--- src/rtl/sfifo_pkg.sv ---
package sfifo_pkg;

  // Behaviour of the storage array on a same-address read and write
  typedef enum logic {
    RAM_RBW = 1'b0,  // read returns the previous content
    RAM_WBR = 1'b1   // read returns the data being written
  } ram_mode_e;

  // Address width for an array of the given number of entries
  function automatic int addr_bits(input int entries);
    return (entries > 1) ? $clog2(entries) : 1;
  endfunction

  // Counter width able to hold the value 'max_val'
  function automatic int count_bits(input int max_val);
    return $clog2(max_val + 1);
  endfunction

endpackage

--- src/rtl/sfifo_ram.sv ---
module sfifo_ram #(
  parameter int                  DATA_W = 8,
  parameter int                  DEPTH  = 12,
  parameter sfifo_pkg::ram_mode_e MODE  = sfifo_pkg::RAM_RBW,
  localparam int                 AW     = sfifo_pkg::addr_bits(DEPTH)
) (
  input  logic              clk,
  input  logic              we,
  input  logic [AW-1:0]     waddr,
  input  logic [DATA_W-1:0] wdata,
  input  logic              re,
  input  logic [AW-1:0]     raddr,
  output logic [DATA_W-1:0] rdata
);

  logic [DATA_W-1:0] mem [DEPTH];
  logic [DATA_W-1:0] q;

  always_ff @(posedge clk) begin
    if (we) begin
      mem[waddr] <= wdata;
    end
  end

  // The read register doubles as the output stage; it updates only on re
  generate
    if (MODE == sfifo_pkg::RAM_WBR) begin : g_wbr
      always_ff @(posedge clk) begin
        if (re) begin
          q <= (we && (waddr == raddr)) ? wdata : mem[raddr];
        end
      end
    end else begin : g_rbw
      always_ff @(posedge clk) begin
        if (re) begin
          q <= mem[raddr];
        end
      end
    end
  endgenerate

  assign rdata = q;

endmodule

--- src/rtl/sfifo_ptr.sv ---
module sfifo_ptr #(
  parameter int  DEPTH = 12,
  localparam int AW    = sfifo_pkg::addr_bits(DEPTH)
) (
  input  logic          clk,
  input  logic          rst,
  input  logic          adv,
  output logic [AW-1:0] ptr
);

  localparam logic [AW-1:0] LAST = AW'(DEPTH - 1);

  logic [AW-1:0] ptr_q;

  always_ff @(posedge clk) begin
    if (rst) begin
      ptr_q <= '0;
    end else if (adv) begin
      ptr_q <= (ptr_q == LAST) ? '0 : ptr_q + 1'b1;
    end
  end

  assign ptr = ptr_q;

endmodule

--- src/rtl/sfifo_level.sv ---
module sfifo_level #(
  parameter int DEPTH  = 12,
  parameter int LVL_W  = 4,
  parameter bit EN     = 1'b1,
  parameter int THRESH = 0,
  parameter bit ABOVE  = 1'b1   // 1: flag at or above THRESH, 0: at or below
) (
  input  logic             clk,
  input  logic             rst,
  input  logic             inc,
  input  logic             dec,
  output logic [LVL_W-1:0] lvl,
  output logic [LVL_W-1:0] lvl_nxt,
  output logic             flag
);

  logic [LVL_W-1:0] lvl_q;

  always_comb begin
    if (rst) begin
      lvl_nxt = '0;
    end else begin
      lvl_nxt = lvl_q + LVL_W'(inc) - LVL_W'(dec);
    end
  end

  always_ff @(posedge clk) begin
    lvl_q <= lvl_nxt;
  end

  assign lvl = lvl_q;

  generate
    if (EN) begin : g_flag
      localparam logic [LVL_W-1:0] THR = LVL_W'(THRESH);
      logic flag_q;
      if (ABOVE) begin : g_ge
        always_ff @(posedge clk) begin
          flag_q <= (lvl_nxt >= THR);
        end
      end else begin : g_le
        always_ff @(posedge clk) begin
          flag_q <= (lvl_nxt <= THR);
        end
      end
      assign flag = flag_q;
    end else begin : g_noflag
      assign flag = 1'b0;
    end
  endgenerate

endmodule

--- src/rtl/sfifo_ostage.sv ---
module sfifo_ostage (
  input  logic clk,
  input  logic rst,
  input  logic mem_avail,  // at least one word waits in the array
  input  logic take,       // consumer ready
  output logic fetch,      // load the read register this cycle
  output logic vld,
  output logic empty
);

  logic vld_q;
  logic empty_q;
  logic vld_nxt;

  assign fetch = mem_avail && (!vld_q || take) && !rst;

  always_comb begin
    if (rst) begin
      vld_nxt = 1'b0;
    end else if (fetch) begin
      vld_nxt = 1'b1;
    end else if (take) begin
      vld_nxt = 1'b0;
    end else begin
      vld_nxt = vld_q;
    end
  end

  always_ff @(posedge clk) begin
    vld_q   <= vld_nxt;
    empty_q <= !vld_nxt;
  end

  assign vld   = vld_q;
  assign empty = empty_q;

endmodule

--- src/rtl/sync_fwft_fifo.sv ---
module sync_fwft_fifo #(
  parameter int                   DATA_W   = 8,
  parameter int                   DEPTH    = 12,
  parameter bit                   AF_EN    = 1'b1,
  parameter int                   AF_LVL   = 9,
  parameter bit                   AE_EN    = 1'b1,
  parameter int                   AE_LVL   = 2,
  parameter sfifo_pkg::ram_mode_e RAM_MODE = sfifo_pkg::RAM_RBW,
  parameter bit                   RDY_RST  = 1'b1,
  localparam int                  AW       = sfifo_pkg::addr_bits(DEPTH),
  localparam int                  LVL_W    = sfifo_pkg::count_bits(DEPTH)
) (
  input  logic              clk,
  input  logic              rst,
  input  logic [DATA_W-1:0] in_data,
  input  logic              in_vld,
  output logic              in_rdy,
  output logic [DATA_W-1:0] out_data,
  output logic              out_vld,
  input  logic              out_rdy,
  output logic              full,
  output logic              almost_full,
  output logic [LVL_W-1:0]  wr_level,
  output logic              empty,
  output logic              almost_empty,
  output logic [LVL_W-1:0]  rd_level
);

  localparam logic [LVL_W-1:0] CAP = LVL_W'(DEPTH);

  logic             rdy_q;
  logic             full_q;
  logic             wr_en;
  logic             wr_en_d1;
  logic             rd_en;
  logic             fetch;
  logic             vld_int;
  logic [AW-1:0]    wr_ptr;
  logic [AW-1:0]    rd_ptr;
  logic [LVL_W-1:0] wl_nxt;
  logic [LVL_W-1:0] rl_nxt;
  logic [LVL_W-1:0] mem_lvl;
  logic [LVL_W-1:0] mem_nxt;
  logic             mem_flag;
  logic             rl_unused;

  // Handshakes
  assign wr_en = in_vld && rdy_q && !rst;
  assign rd_en = vld_int && out_rdy;

  // Storage and addressing
  sfifo_ram #(.DATA_W(DATA_W), .DEPTH(DEPTH), .MODE(RAM_MODE)) u_ram (
    .clk   (clk),
    .we    (wr_en),
    .waddr (wr_ptr),
    .wdata (in_data),
    .re    (fetch),
    .raddr (rd_ptr),
    .rdata (out_data)
  );

  sfifo_ptr #(.DEPTH(DEPTH)) u_wptr (
    .clk (clk), .rst (rst), .adv (wr_en), .ptr (wr_ptr)
  );

  sfifo_ptr #(.DEPTH(DEPTH)) u_rptr (
    .clk (clk), .rst (rst), .adv (fetch), .ptr (rd_ptr)
  );

  // Words in the array that have not yet moved to the read register
  sfifo_level #(.DEPTH(DEPTH), .LVL_W(LVL_W), .EN(1'b0), .THRESH(0), .ABOVE(1'b1)) u_mem_lvl (
    .clk (clk), .rst (rst), .inc (wr_en), .dec (fetch),
    .lvl (mem_lvl), .lvl_nxt (mem_nxt), .flag (mem_flag)
  );

  sfifo_ostage u_ostage (
    .clk       (clk),
    .rst       (rst),
    .mem_avail (mem_lvl != '0),
    .take      (out_rdy),
    .fetch     (fetch),
    .vld       (vld_int),
    .empty     (empty)
  );

  // Producer-side level: counts a word from its acceptance edge
  sfifo_level #(.DEPTH(DEPTH), .LVL_W(LVL_W), .EN(AF_EN), .THRESH(AF_LVL), .ABOVE(1'b1)) u_wr_lvl (
    .clk (clk), .rst (rst), .inc (wr_en), .dec (rd_en),
    .lvl (wr_level), .lvl_nxt (wl_nxt), .flag (almost_full)
  );

  // Consumer-side level: counts a word once it can be fetched
  always_ff @(posedge clk) begin
    if (rst) begin
      wr_en_d1 <= 1'b0;
    end else begin
      wr_en_d1 <= wr_en;
    end
  end

  sfifo_level #(.DEPTH(DEPTH), .LVL_W(LVL_W), .EN(AE_EN), .THRESH(AE_LVL), .ABOVE(1'b0)) u_rd_lvl (
    .clk (clk), .rst (rst), .inc (wr_en_d1), .dec (rd_en),
    .lvl (rd_level), .lvl_nxt (rl_nxt), .flag (almost_empty)
  );

  // Registered full and ready, both derived from the next producer level
  always_ff @(posedge clk) begin
    if (rst) begin
      full_q <= 1'b0;
      rdy_q  <= RDY_RST;
    end else begin
      full_q <= (wl_nxt == CAP);
      rdy_q  <= (wl_nxt != CAP);
    end
  end

  // Unused side outputs of the internal counters
  assign rl_unused = mem_flag ^ (^mem_nxt) ^ (^rl_nxt);

  assign in_rdy  = rdy_q;
  assign full    = full_q;
  assign out_vld = vld_int;

endmodule

--- config.mk ---
export PLATFORM = sky130hd
export DESIGN_NAME = sync_fwft_fifo
export DESIGN_NICKNAME = d
export VERILOG_FILES = /design/src/rtl/sfifo_pkg.sv /design/src/rtl/sfifo_ram.sv /design/src/rtl/sfifo_ptr.sv /design/src/rtl/sfifo_level.sv /design/src/rtl/sfifo_ostage.sv /design/src/rtl/sync_fwft_fifo.sv
export SDC_FILE = /design/constraint.sdc
export NUM_CORES = 1
export LEC_CHECK = 0
export CAP_MARGIN = 0
export CORE_AREA = 2 2 89 125
export DETAILED_ROUTE_END_ITERATION = 6
export DIE_AREA = 0 0 91 127
export PLACE_DENSITY = 0.71
export RECOVER_POWER = 25
export SLEW_MARGIN = 20
export SYNTH_ARGS = -nofsm -noshare
export SYNTH_HDL_FRONTEND = slang
export SYNTH_SLANG_ARGS = --single-unit
--- constraint.sdc ---
create_clock -name clk -period 2.4 [get_ports clk]
set_clock_uncertainty 0.15 [all_clocks]
set_input_delay 0.36 -clock clk [delete_from_list [all_inputs] [get_ports clk]]
set_output_delay 0.36 -clock clk [all_outputs]
set_load 0.1 [all_outputs]
* Word-level counts from Yosys, hierarchy flattened
Memory sizes are Yosys's and may differ from the RTL's. A register that Yosys moved wholly into a read port is not among the register bits. Index checks and enable logic that the tools add are counted.
Operators by class: eq/ne operators 4, multiplexer cells 9, div/mod/pow operators 0, bitwise gates (word level) 0, reduce and logical (&&, ||, !) cells 10, order comparisons 2, $mul 0, $add $sub $neg 8, shift operators 0
Operator list (count):
- $mux W4 | 4
- $add A4 B1 Y4 | 3
- $eq A4 B4 Y1 const B | 3
- $sub A4 B1 Y4 | 3
- $add A4 B1 Y4 const B | 2
- $logic_and A1 B1 Y1 | 5
- $mux W1 | 5
- $ge A4 B4 Y1 const B | 1
- $le A4 B2 Y1 const B | 1
- $ne A4 B4 Y1 const B | 1
- $reduce_bool A4 Y1 | 1
- $logic_not A1 Y1 | 3
- $logic_or A1 B1 Y1 | 1
Word-level totals: memory bits (read-only) 0, memory bits (writable) 96, bits in registers 27, word-level logic and storage cells 46, memories kept 1, bits of input ports 12, bits in latches 0
Memory list:
- u_ram.mem | words 12, bits a word 8, rd ports 1, clocked after Yosys merged registers in 1, wr ports 1, line sfifo_ram.sv:16 | logic [DATA_W-1:0] mem [DEPTH];

* Depth between registers and ports, before layout
word-level depth 7, depth in mapped cells 11, gate-level depth less buffers 11

* Modules after synthesis
A second synthesis with hierarchy kept.
Second synthesis, totals: cells, all modules 321, area total of the unflattened synthesis 5315.1 um^2
Modules (own cells, without submodules):
- sfifo_ram | sequential area each 3123.0 um^2, instances 1, cells an instance 182, area an instance 3953.8 um^2
- sfifo_ptr | sequential area each 80.1 um^2, instances 2, cells an instance 21, area an instance 190.2 um^2
- sfifo_level at u_wr_lvl | sequential area each 100.1 um^2, instances 1, cells an instance 28, area an instance 277.8 um^2
- sfifo_level at u_rd_lvl | sequential area each 100.1 um^2, instances 1, cells an instance 26, area an instance 271.5 um^2
- sfifo_level at u_mem_lvl | sequential area each 80.1 um^2, instances 1, cells an instance 26, area an instance 245.2 um^2
- sync_fwft_fifo | sequential area each 60.1 um^2, instances 1, cells an instance 11, area an instance 102.6 um^2
- sfifo_ostage | sequential area each 40.0 um^2, instances 1, cells an instance 6, area an instance 83.8 um^2

* Worst setup path after synthesis
OpenSTA, ideal clock, no wires.
kind reg-to-reg, from register u_ostage.vld_q (netlist: u_ostage.vld), to register u_mem_lvl.lvl_q[2] (netlist: u_mem_lvl.lvl[2]), arrival 2.649 ns, slack -0.528 ns, cell stages (with the launch flop) 10, period minus slack after synthesis 2.928 ns, path through dfxtp_1 -> nor2b_1 -> nor3_2 -> ha_1 -> inv_1 -> ha_1 -> inv_1 -> fa_1 -> xor2_1 -> nor2_1
On the way: cells in the longest elaborated chain, start to end 5
RTL lines:
- start: declaration | line sfifo_ostage.sv:11 | logic vld_q;
- start signal: assignment | line sfifo_ostage.sv:30 | vld_q <= vld_nxt;
- $logic_not A1 Y1 | line sfifo_ostage.sv:15 | assign fetch = mem_avail && (!vld_q || take) && !rst;
- $logic_or A1 B1 Y1 | line sfifo_ostage.sv:15
- $logic_and A1 B1 Y1 (2 in series) | line sfifo_ostage.sv:15
- net fetch | line sync_fwft_fifo.sv:36 | logic fetch;
- $sub A4 B1 Y4 | line sfifo_level.sv:23 | lvl_nxt = lvl_q + LVL_W'(inc) - LVL_W'(dec);
- end signal: assignment | line sfifo_level.sv:28 | lvl_q <= lvl_nxt;
- end: declaration | line sfifo_level.sv:17 | logic [LVL_W-1:0] lvl_q;
The timed path passes the listed nets, and every way through them passes these cells. A chain may end at the register's enable or synchronous reset.

* Final worst setup path
from register u_mem_lvl.lvl_q[2] (netlist: u_mem_lvl.lvl[2]), to register u_mem_lvl.lvl_q[2] (netlist: u_mem_lvl.lvl[2])
On the way: cells in the longest elaborated chain, start to end 4, elaborated cells between the ends (all ways) 5, those cells by class 2 x add/sub; 3 x reduce/logical
RTL lines:
- $reduce_bool A4 Y1 | line sync_fwft_fifo.sv:79 | .mem_avail (mem_lvl != '0),
- $logic_and A1 B1 Y1 (2 in series) | line sfifo_ostage.sv:15
- net fetch | line sync_fwft_fifo.sv:36
- $sub A4 B1 Y4 | line sfifo_level.sv:23
The timed path passes the listed nets, and every way through them passes these cells.

==> impl_metrics.xml <==
<?xml version="1.0" encoding="UTF-8"?>
<metrics>
  <group name="status">
    <metric name="run_status" unit="">complete, no violations</metric>
  </group>
  <group name="yosys">
    <metric name="yosysWarnings" unit="">0</metric>
    <metric name="synth_edf_count" unit="">104</metric>
    <metric name="synthesized_flop_and_latch_total" unit="">131</metric>
    <metric name="ys_seq_area_share" unit="%">67.98</metric>
    <metric name="mappedNetlistArea" unit="mm^2">0.005389</metric>
    <metric name="synth_fp_nets" unit="">381</metric>
    <metric name="ys.flop_type" unit="">sky130_fd_sc_hd__edfxtp_1</metric>
    <metric name="synth_cell_types" unit="">45</metric>
    <metric name="netlist_instances" unit="">350</metric>
    <metric name="fraction_of_registers_with_async_set_or_reset_after_synthesis" unit="%">0</metric>
    <metric name="postSynthAreaPerCell" unit="um^2">15.40</metric>
  </group>
  <group name="floorplanning">
    <metric name="design.core.area" unit="mm^2">0.01035</metric>
    <metric name="design.portCount" unit="">34</metric>
    <metric name="die_w" unit="um">91</metric>
    <metric name="die_outline_area" unit="mm^2">0.01156</metric>
    <metric name="std_cell_rows" unit="">44</metric>
    <metric name="start_util" unit="%">52.07</metric>
    <metric name="die-height" unit="um">127</metric>
  </group>
  <group name="job">
    <metric name="drv_cap" unit="">0</metric>
  </group>
  <group name="setup_path">
    <metric name="critical_path.cell_chain" unit="">inv_1, ha_2, nor3b_4, nor3_4, ha_1, inv_1, ha_2, inv_2, fa_1, xor2_1, nor2_1</metric>
    <metric name="timing.critical_path.slowest_cell_delay" unit="ns">0.36</metric>
    <metric name="dominant_delay_contributor_by_cell_family_on_the_critical_path" unit="">adder cells</metric>
    <metric name="critical_path.startpoint_type" unit="">flip-flop</metric>
    <metric name="crit_buf_inv" unit="">3</metric>
    <metric name="timing_worst_setup_path_type" unit="">flip-flop to flip-flop</metric>
    <metric name="end_kind" unit="">flip-flop</metric>
    <metric name="timing.critical_path.fanout_max" unit="">3</metric>
    <metric name="timing.critical_path.arrival" unit="ns">2.41</metric>
    <metric name="slowest_cell_on_the_critical_path" unit="">sky130_fd_sc_hd__fa_1</metric>
    <metric name="worst_ep_required" unit="ns">2.55</metric>
  </group>
  <group name="cts">
    <metric name="cts_setup_buffers" unit="">0</metric>
    <metric name="clk_transition_reported_paths" unit="ns">0.05</metric>
    <metric name="cts_made_buffers" unit="">17</metric>
    <metric name="clockBufferDepth" unit="">2</metric>
    <metric name="cts.sinks" unit="">131</metric>
    <metric name="clock_latency" unit="ns">0.41</metric>
    <metric name="cts_tree" unit="">yes</metric>
    <metric name="number_of_buffers_inserted_by_hold_repair_at_cts" unit="">0</metric>
    <metric name="clock_tree.htree_level_count" unit="">4</metric>
    <metric name="clock-root-buffer" unit="">sky130_fd_sc_hd__clkbuf_16</metric>
    <metric name="post_cts_resize_count" unit="">0</metric>
  </group>
  <group name="global_route">
    <metric name="first_global_vias" unit="">3289</metric>
    <metric name="globalRouteTotalUtil" unit="%">19.14</metric>
    <metric name="grt_pass1_wl" unit="mm">16.57</metric>
    <metric name="initial_antenna_violation_count" unit="">0</metric>
    <metric name="globalRouteOverflowTotal" unit="">0</metric>
    <metric name="grt_start_max_net_pins" unit="">37</metric>
  </group>
  <group name="sta">
    <metric name="slew_headroom" unit="%">45.59</metric>
    <metric name="worst_slew_pin_slew" unit="ns">0.8145</metric>
    <metric name="final_min_period_over_clock_period" unit="%">94.38</metric>
    <metric name="shortest_period_the_worst_path_allows" unit="ns">2.265</metric>
    <metric name="fin_hold_ws" unit="ns">0.3639</metric>
    <metric name="report.final.setup_viol" unit="">0</metric>
    <metric name="timing.final.hold_violations" unit="">0</metric>
    <metric name="timing.fmax" unit="MHz">441.5</metric>
    <metric name="rsz0062_at_grt" unit="">false</metric>
    <metric name="timing_max_transition_violations_final" unit="">0</metric>
  </group>
  <group name="cells_and_area">
    <metric name="finish.net_count" unit="">452</metric>
    <metric name="layout-drive-gt1-share" unit="%">28.64</metric>
    <metric name="final_core_utilization" unit="%">64.16</metric>
    <metric name="final-instance-count-excl-fill" unit="">571</metric>
    <metric name="area_delta_synth_final" unit="%">23.22</metric>
    <metric name="antenna_cells" unit="">0</metric>
  </group>
  <group name="routing">
    <metric name="drt-total-wl" unit="mm">10.27</metric>
    <metric name="vias_after_detailed_routing" unit="">3074</metric>
    <metric name="detail_route.first_pass.iterations" unit="">5</metric>
    <metric name="drtAntennaViolNets" unit="">0</metric>
    <metric name="drc" unit="">0</metric>
    <metric name="detail_route.vias_per_cell" unit="">5.384</metric>
    <metric name="wl_per_cell" unit="um">17.98</metric>
    <metric name="drt-initial-drc-count" unit="">266</metric>
  </group>
  <group name="placement">
    <metric name="placed_cells_incl_taps" unit="">540</metric>
    <metric name="routabilityCongestion" unit="">0.7730</metric>
    <metric name="port_buffers" unit="">33</metric>
    <metric name="detailed_placer_s_ending_hpwl" unit="mm">7.124</metric>
  </group>
  <group name="power">
    <metric name="total_leakage_power" unit="nW">2.373</metric>
    <metric name="fin_total_pwr" unit="W">0.007604</metric>
    <metric name="power_per_cell_area" unit="mW/mm^2">1145</metric>
    <metric name="irDropWorstVdd" unit="mV">1.035</metric>
  </group>
  <group name="worst_hold_path">
    <metric name="worst_hold_path_type" unit="">flip-flop to flip-flop</metric>
  </group>
</metrics>
-- cells in the mapped netlist (3+ instances only) --
| library cell | instances | area share (%) |
|---|---|---|
| sky130_fd_sc_hd__edfxtp_1 | 104 | 58 |
| sky130_fd_sc_hd__dfxtp_1 | 27 | 10 |
| sky130_fd_sc_hd__nand2_1 | 19 | 1.3 |
| sky130_fd_sc_hd__inv_1 | 18 | 1.3 |
| sky130_fd_sc_hd__mux2_2 | 17 | 3.6 |
| sky130_fd_sc_hd__mux2i_1 | 17 | 3.2 |
| sky130_fd_sc_hd__nor2_1 | 17 | 1.2 |
| sky130_fd_sc_hd__ha_1 | 16 | 3.7 |
| sky130_fd_sc_hd__and2_1 | 9 | 1.0 |
| sky130_fd_sc_hd__a22oi_1 | 8 | 1.1 |
| sky130_fd_sc_hd__mux4_2 | 8 | 3.3 |
| sky130_fd_sc_hd__nor2b_1 | 8 | 0.93 |
| sky130_fd_sc_hd__o221ai_1 | 8 | 1.3 |
| sky130_fd_sc_hd__nand2b_1 | 6 | 0.70 |
| sky130_fd_sc_hd__o21ai_1 | 6 | 0.56 |
| sky130_fd_sc_hd__a21o_1 | 5 | 0.70 |
| sky130_fd_sc_hd__a21oi_1 | 5 | 0.46 |
| sky130_fd_sc_hd__clkbuf_1 | 5 | 0.35 |
| sky130_fd_sc_hd__nand3_1 | 4 | 0.37 |
| sky130_fd_sc_hd__o21ai_0 | 4 | 0.37 |
| sky130_fd_sc_hd__xor2_1 | 4 | 0.65 |
| sky130_fd_sc_hd__buf_6 | 3 | 0.63 |
| sky130_fd_sc_hd__fa_1 | 3 | 1.1 |
| sky130_fd_sc_hd__xnor2_1 | 3 | 0.49 |
-- cell usage in the layout (no fill, tap or decap), types with 8 or more instances in the layout --
cell	netlist	layout
sky130_fd_sc_hd__a22oi_1	8	8
sky130_fd_sc_hd__and2_1	9	9
sky130_fd_sc_hd__buf_4	2	47
sky130_fd_sc_hd__clkbuf_16	0	17
sky130_fd_sc_hd__dfxtp_1	27	22
sky130_fd_sc_hd__edfxtp_1	104	104
sky130_fd_sc_hd__ha_1	16	14
sky130_fd_sc_hd__inv_1	18	17
sky130_fd_sc_hd__mux2_2	17	17
sky130_fd_sc_hd__mux2i_1	17	17
sky130_fd_sc_hd__mux4_2	8	8
sky130_fd_sc_hd__nand2_1	19	19
sky130_fd_sc_hd__nor2_1	17	17
sky130_fd_sc_hd__nor2b_1	8	8
sky130_fd_sc_hd__o221ai_1	8	8
-- report_power, final --
part | switching (W) | leakage, nW | internal, W
Combinational | 0.00170 | 0.959 | 0.000808
Sequential | 0.000118 | 1.16 | 0.00270
Clock | 0.000883 | 0.251 | 0.00140
Total | 0.00270 | 2.37 | 0.00490
-- stage by stage --
stage	cell area, um^2	setup TNS [ns]	setup WS (ns)
4_1_cts	6640	0	0.1219
5_1_grt	6640	0	0.02670
6_report	6640	0	0.1350
3_3_place_gp	6115	-0.9939	-0.2430
3_5_place_dp	6115	-1.524	-0.3005
2_1_floorplan	5420	-0.1500	-0.06967
-- path summary, 6_finish.rpt --
check / from / to / slack, ns / cells after the start
min reg2reg: u_wptr.ptr[0] / u_wptr.ptr[0] / 0.36 / 2
min: u_wptr.ptr[0] / u_wptr.ptr[0] / 0.36 / 2
max reg2reg: u_mem_lvl.lvl[2] / u_mem_lvl.lvl[2] / 0.13 / 11
max: u_mem_lvl.lvl[2] / u_mem_lvl.lvl[2] / 0.13 / 11
-- worst register-to-register path: cells and delay by family, from the launching register on --
kind	cells	cell delay, ns
xor+xnor	1	0.15
fa+ha+maj	4	0.99
flops	1	0.29
simple gates	3	0.41
buf+inv	3	0.17
-- cell families after synthesis --
family	count (synthesis)	share of synthesized area, %
adder cells (fa/ha/maj)	19	4.829
flip-flops	131	67.98
buffers and inverters	32	2.879
XOR/XNOR	7	1.138
multiplexers	42	10.05
AND/OR/NAND/NOR	74	7.314
AO/OA/AOI/OAI	45	5.805
-- sequential cells by signal (all words and copies together), names as in the netlist --
name	flops
u_ostage.empty	1
in_rdy	1
u_rd_lvl.lvl	4
u_wptr.ptr	4
u_ram.mem	96
u_rd_lvl.flag	1
u_ostage.vld	1
u_ram.rdata	8
u_wr_lvl.flag	1
u_mem_lvl.lvl	4
full	1
u_rptr.ptr	4
wr_en_d1	1
u_wr_lvl.lvl	4
-- layer usage --
layer | track usage (%) | up-vias | wire length, um | share of wire, %
met4 | 9.091 | 0 | 285 | 2.8
met2 | 34.55 | 100 | 5494 | 54
li1 | - | 1441 | - | -
met5 | 0 | - | 0 | 0
met1 | 21.02 | 1514 | 3963 | 39
met3 | 4.776 | 19 | 525 | 5.1
-- layout make-up --
class	count	area, um^2
fill	794	3710
sequential	131	3672
multi-input combinational	187	1593
timing repair buffer	65	603.1
clock buffer	19	432.9
tap	138	172.7
clock inverter	12	92.59
inverter	19	73.82
(Power assumes the default switching activity.)
